File: src/rtl/xio_pkg.sv
package xio_pkg;

    localparam int MODE_W = 4;

    localparam logic [MODE_W-1:0] XM_NC    = 4'd0;
    localparam logic [MODE_W-1:0] XM_IN    = 4'd1;
    localparam logic [MODE_W-1:0] XM_OUT   = 4'd2;
    localparam logic [MODE_W-1:0] XM_RIN   = 4'd3;
    localparam logic [MODE_W-1:0] XM_ROUT  = 4'd4;
    localparam logic [MODE_W-1:0] XM_BIDIR = 4'd5;
    localparam logic [MODE_W-1:0] XM_PF0   = 4'd6;
    localparam logic [MODE_W-1:0] XM_PF1   = 4'd7;
    localparam logic [MODE_W-1:0] XM_AF0   = 4'd8;
    localparam logic [MODE_W-1:0] XM_AF1   = 4'd9;

    // how a drive enable is formed
    typedef enum logic [1:0] {
        GATE_OFF = 2'd0,   // never drives
        GATE_OPT = 2'd1,   // enable honoured only when its use bit is set
        GATE_REQ = 2'd2    // enable always honoured
    } gate_e;

    typedef enum logic [1:0] {
        ASRC_PIN = 2'd0,
        ASRC_REG = 2'd1,
        ASRC_LO  = 2'd2,
        ASRC_HI  = 2'd3
    } arr_src_e;

    typedef enum logic [2:0] {
        PSRC_ARR   = 3'd0,
        PSRC_REG   = 3'd1,
        PSRC_LO    = 3'd2,
        PSRC_HI    = 3'd3,
        PSRC_BIDIR = 3'd4
    } pin_src_e;

    typedef struct packed {
        gate_e    arr_gate;
        arr_src_e arr_src;
        gate_e    pin_gate;
        pin_src_e pin_src;
        logic     inv_ok;
    } xio_ctl_t;

    localparam xio_ctl_t CTL_ISOLATE = '{
        arr_gate: GATE_OFF, arr_src: ASRC_LO,
        pin_gate: GATE_OFF, pin_src: PSRC_LO,
        inv_ok:   1'b0
    };

    function automatic logic gate_eval(gate_e g, logic use_en, logic en_act);
        logic r;
        case (g)
            GATE_OPT: r = use_en ? en_act : 1'b1;
            GATE_REQ: r = en_act;
            default:  r = 1'b0;
        endcase
        return r;
    endfunction

endpackage

File: src/rtl/xio_decode.sv
module xio_decode
    import xio_pkg::*;
(
    input  logic              rst,
    input  logic [MODE_W-1:0] mode,
    output xio_ctl_t          ctl
);

    always_comb begin
        ctl = CTL_ISOLATE;
        if (!rst) begin
            case (mode)
                XM_IN: begin
                    ctl.arr_gate = GATE_OPT;
                    ctl.arr_src  = ASRC_PIN;
                end
                XM_OUT: begin
                    ctl.pin_gate = GATE_OPT;
                    ctl.pin_src  = PSRC_ARR;
                    ctl.inv_ok   = 1'b1;
                end
                XM_RIN: begin
                    ctl.arr_gate = GATE_OPT;
                    ctl.arr_src  = ASRC_REG;
                end
                XM_ROUT: begin
                    ctl.pin_gate = GATE_OPT;
                    ctl.pin_src  = PSRC_REG;
                    ctl.inv_ok   = 1'b1;
                end
                XM_BIDIR: begin
                    ctl.arr_gate = GATE_REQ;
                    ctl.arr_src  = ASRC_PIN;
                    ctl.pin_gate = GATE_REQ;
                    ctl.pin_src  = PSRC_BIDIR;
                end
                XM_PF0: begin
                    ctl.pin_gate = GATE_OPT;
                    ctl.pin_src  = PSRC_LO;
                end
                XM_PF1: begin
                    ctl.pin_gate = GATE_OPT;
                    ctl.pin_src  = PSRC_HI;
                end
                XM_AF0: begin
                    ctl.arr_gate = GATE_OPT;
                    ctl.arr_src  = ASRC_LO;
                end
                XM_AF1: begin
                    ctl.arr_gate = GATE_OPT;
                    ctl.arr_src  = ASRC_HI;
                end
                default: ctl = CTL_ISOLATE;
            endcase
        end
    end

endmodule

File: src/rtl/xio_regs.sv
module xio_regs #(
    parameter int W = 1
) (
    input  logic         clk,
    input  logic         rst,
    input  logic [W-1:0] d_pin,
    input  logic [W-1:0] d_arr,
    output logic [W-1:0] q_pin,
    output logic [W-1:0] q_arr
);

    always_ff @(posedge clk) begin
        if (rst) begin
            q_pin <= '0;
            q_arr <= '0;
        end else begin
            q_pin <= d_pin;
            q_arr <= d_arr;
        end
    end

    // reset clears both capture flops
    p_clear_r1: assert property (@(posedge clk) rst |=> (q_pin == '0 && q_arr == '0));

endmodule

File: src/rtl/xio_cell.sv
module xio_cell
    import xio_pkg::*;
(
    input  logic              clk,
    input  logic              rst,
    input  logic [MODE_W-1:0] cfg_mode,
    input  logic              cfg_use_ie,
    input  logic              cfg_use_oe,
    input  logic              cfg_invert,
    input  logic              ie,
    input  logic              oe_n,
    input  logic              pin_in,
    output logic              pin_out,
    output logic              pin_oe,
    input  logic              arr_in,
    output logic              arr_out,
    output logic              arr_oe
);

    xio_ctl_t ctl;
    logic     in_q, out_q;
    logic     arr_en, pin_en;
    logic     arr_val, pin_val;

    xio_decode u_decode (
        .rst  (rst),
        .mode (cfg_mode),
        .ctl  (ctl)
    );

    xio_regs #(.W(1)) u_regs (
        .clk   (clk),
        .rst   (rst),
        .d_pin (pin_in),
        .d_arr (arr_in),
        .q_pin (in_q),
        .q_arr (out_q)
    );

    always_comb begin
        arr_en = gate_eval(ctl.arr_gate, cfg_use_ie, ie);
        pin_en = gate_eval(ctl.pin_gate, cfg_use_oe, !oe_n);

        case (ctl.arr_src)
            ASRC_PIN: arr_val = pin_in;
            ASRC_REG: arr_val = in_q;
            ASRC_HI:  arr_val = 1'b1;
            default:  arr_val = 1'b0;
        endcase

        case (ctl.pin_src)
            PSRC_ARR:   pin_val = arr_in;
            PSRC_REG:   pin_val = out_q;
            PSRC_HI:    pin_val = 1'b1;
            // pin-to-array wins: with both directions open the line carries the pin
            PSRC_BIDIR: pin_val = arr_en ? pin_in : arr_in;
            default:    pin_val = 1'b0;
        endcase
        pin_val = pin_val ^ (ctl.inv_ok & cfg_invert);
    end

    assign arr_oe  = arr_en;
    assign arr_out = arr_en & arr_val;
    assign pin_oe  = pin_en;
    assign pin_out = pin_en & pin_val;

    // no drive while reset is held
    p_rst_quiet_r1: assert property (@(posedge clk) rst |-> (!pin_oe && !arr_oe));

    // undriven outputs rest low
    p_arr_low_r3: assert property (@(posedge clk) disable iff (rst) !arr_oe |-> !arr_out);
    p_pin_low_r5: assert property (@(posedge clk) disable iff (rst) !pin_oe |-> !pin_out);

    // registered input delays one edge
    p_rin_delay_r6: assert property (@(posedge clk) disable iff (rst)
        ($past(!rst) && cfg_mode == XM_RIN && arr_oe) |-> (arr_out == $past(pin_in)));

    // registered output delays one edge and honours inversion
    p_rout_delay_r7: assert property (@(posedge clk) disable iff (rst)
        ($past(!rst) && cfg_mode == XM_ROUT && pin_oe) |-> (pin_out == ($past(arr_in) ^ cfg_invert)));

    // transceiver follows both enables directly
    p_bidir_en_r8: assert property (@(posedge clk) disable iff (rst)
        (cfg_mode == XM_BIDIR) |-> (arr_oe == ie && pin_oe == !oe_n));

    // no-connect and unused codes isolate
    p_iso_r11: assert property (@(posedge clk) disable iff (rst)
        (cfg_mode == XM_NC || cfg_mode > XM_AF1) |-> (!pin_oe && !arr_oe));

endmodule

File: config.mk
export PLATFORM = sky130hd
export DESIGN_NAME = xio_cell
export DESIGN_NICKNAME = d
export VERILOG_FILES = /design/src/rtl/xio_pkg.sv /design/src/rtl/xio_decode.sv /design/src/rtl/xio_regs.sv /design/src/rtl/xio_cell.sv
export SDC_FILE = /design/constraint.sdc
export NUM_CORES = 1
export LEC_CHECK = 0
export ABC_CLOCK_PERIOD_IN_PS = 3350
export BUFFER_PORTS_ARGS = -buffer_cell sky130_fd_sc_hd__buf_2
export CAP_MARGIN = 20
export CORE_AREA = 2 2 39 41
export DETAILED_ROUTE_END_ITERATION = 7
export DIE_AREA = 0 0 41 43
export SLEW_MARGIN = 20
export SYNTH_ARGS = -nofsm -noshare
export SYNTH_HDL_FRONTEND = slang
export SYNTH_HIERARCHICAL = 1
export SYNTH_SLANG_ARGS = --single-unit
File: constraint.sdc
create_clock -name clk -period 3.35 [get_ports clk]
set_input_delay 0.67 -clock clk [delete_from_list [all_inputs] [get_ports clk]]
set_output_delay 0.67 -clock clk [all_outputs]
set_load 0.01 [all_outputs]
==> metrics.md <==
| Metric | Value |
|---|---|
| Cell variety after synth | 30 |
| Port buffer count | 16 |
| Worst-case clock buffer depth | 2 |
| Share of cells above drive strength 1 | 0.397 |
| Reg area | ~40 um^2 |
| Total Wirelength | between 800 and 900 um |
| Fmax | 324 MHz |
| Crit. End Element | output pin |
| Synthesized area | about 400 um^2 |
| Vias in the first global route | approximately 370 |
| ANT cells | 0 |
| Wire per inst | 9.31 um |
| Antenna violations before repair | 0 |
| Area taken by multi-input logic gates | 323 um^2 |
| Net Count, Synth | 76 |
| Resize count post-CTS | 0 |
| Die Width | between 40 and 50 um |
| Final worst setup slack | 0.265 ns |
| # hold bufs at CTS | 0 |
| Crit path DAT | approximately 2.4 ns |
| FF+latch count, synth | 2 |
| Die ar. | 1760 um^2 |
| Share of the synthesized area in the top cell type | 0.123 |
| Syn. warnings | 6 |
| Startpoint Class | primary input |
| Final period util | 0.921 |
| Max cap viols | 0 |
| Layout Cells excl Fill | 94 |
| Final hold vios | 0 |
| Leak | 0.000270 uW |
| Initial core utilization | 0.293 |
| H-tree level count | 1 |
| Hold Slack | about 0.67 ns |
| Status | complete, no violations |
| Worst-path fanout max | 5 |
| Area contributors post-synth | ha_1 12%, dfxtp_1 9.9%, inv_1 6.5% |
| Core footprint | approximately 1400 um^2 |
| RSZ-0062 raised after global routing | no |
| Dpl cells | 91 |
| Worst hold path type | in2reg |
| Worst VDD drop | about 0.21 mV |
| DRC | 0 |
| RePlAce Congestion | between 0.7 and 0.8 |
| Antenna-violating nets left | 0 |
| Worst-path clk slew | about 0.030 ns |
| Drt initial violations | 11 |
| Final slew viol count | 0 |
| Pre-CTS WS | between 0.15 and 0.2 ns |
| Grt ovf | 0 |
| Setup violators final | 0 |
| DR vias/cell | roughly 4.6 |
| Largest net degree at the start of global routing | 9 |
| PD cells | between 200 and 250 nW/um^2 |
| GRT Util Overall | 0.123 |
| Die Y | roughly 43 um |
| Setup TNS | 0 ns |
| DR pass1 iterations | 4 |
| Layout area overhead | 32.7% |
| First-pass GRT wire length | ~1.5 mm |
| CTS Buf Count | 3 |
| I/O pins | 17 |
| Worst-Margin Slew | 0.392 ns |
| Postcts setup bufs | 0 |
| Root buffer cell | clkbuf_4 |
| Setup CP Type | in2out |
| Post-Synthesis Cells | between 50 and 60 |
| CTS tree | built |
| Row cnt | 14 |
| Seq/Total Area, Yosys | 0.0988 |
| Nets@finish | 97 |
| CP required | 2.68 ns |
| DPL Wire Length | 715 um |
| Mean post-synth cell area | approximately 7 um^2 |
| Clk sink count | 2 |
| Period minus WS final | 3.09 ns |
| Total number of vias | between 400 and 500 |
| Dominant cell type by area after synthesis | ha_1 |
| Filler cells | ~160 |
| Rel. slew slack | 0.736 |
==> cell usage in the layout, fill, tap and decap left out <==
master and instances:
a21boi_0 1, a21o_1 1, a21oi_1 1, a21oi_2 1, a31o_1 2, and2_1 1
and3_2 1, buf_2 16, buf_4 3, clkbuf_4 3, dfxtp_1 2, ha_1 4
inv_1 7, inv_2 1, maj3_2 1, mux2i_1 1, nand2_1 6, nand2b_1 1
nand3_1 1, nand3b_2 1, nand4_1 1, nor2_1 4, nor2b_1 4, nor2b_2 1
nor3_1 3, nor3_2 1, nor4_1 1, o21ai_0 3, o22ai_2 1, or2_2 1
xnor2_1 1, xor2_1 2
==> where the power goes <==
group / internal [uW] / switching (uW) / leakage (uW) / total, uW
clock network: 39.6 / 14.7 / 0.0000138 / 54.3
registers: 25.3 / 0.261 / 0.0000167 / 25.5
logic: 17.6 / 18.6 / 0.000239 / 36.2
total: 82.5 / 33.6 / 0.000270 / 116
==> flip-flops by register name (all words and copies together) (netlist names) <==
register      count
u_regs/q_pin      1
u_regs/q_arr      1
==> cells in the mapped netlist <==
cell type / n
nor2b_1: 4
nand2b_1: 1
a21oi_2: 1
nand2_1: 6
xor2_1: 2
a31o_1: 2
buf_2: 2
nand4_1: 1
nand3_1: 1
ha_1: 4
nor2_1: 4
dfxtp_1: 2
and3_2: 1
nor2b_2: 1
o21ai_0: 3
and2_1: 1
a21oi_1: 1
buf_4: 1
inv_2: 1
nor4_1: 1
inv_1: 7
xnor2_1: 1
o22ai_2: 1
maj3_2: 1
nor3_1: 4
a21boi_0: 1
or2_2: 1
nand3b_2: 1
mux2i_1: 1
a21o_1: 1
==> worst max-delay path, cell delays in order <==
cell,delay (ns)
buf_2,0.13
nor2_1,0.14
nand2_1,0.12
nor3_2,0.16
ha_1,0.28
nand2b_1,0.16
o22ai_2,0.18
a31o_1,0.20
nand4_1,0.10
a21oi_2,0.14
buf_2,0.13
==> layout make-up <==
cell class	count	share of cell area
flip-flops and latches	2	0.0744
clock buffers	3	0.0419
well taps	16	0.0372
repair buffers	19	0.191
inverters	8	0.0558
multi-input cells	46	0.600
==> stage by stage <==
step | cell area [um^2] | total power (uW) | util
global placement | 510 | 60.7 | 0.369
CTS | 533 | 120 | 0.385
floorplan | 405 | 47.5 | -
finish | 538 | 116 | 0.389
global route | 538 | 128 | 0.389
detailed placement | 510 | 61.9 | 0.369
==> logic make-up after synthesis <==
family,Yosys count,synth area share
xor gates and xnor gates,3,0.0648
and+or+nand+nor,27,0.361
DFF,2,0.0988
AOI/OAI and AO/OA,10,0.182
adders and majority gates,5,0.151
muxes,1,0.0247
buffers and inverters,11,0.117
==> path summary, 6_finish.rpt <==
path              startpoint            to  slack [ns]  depth (start not counted)
setup / recovery         rst       pin_out        0.26                         11
hold / removal           rst  u_regs/q_arr        0.67                          2
==> per-layer routing <==
layer  GRT usage  vias to the layer above  wire length [um]
met4      0.0400                        0                 0
met5           0                        -                 0
met1       0.185                      185               427
li1            -                      235                 -
met3      0.0366                        0                46
met2       0.163                       15               400
No activity file was read; power rests on OpenSTA's default activity.
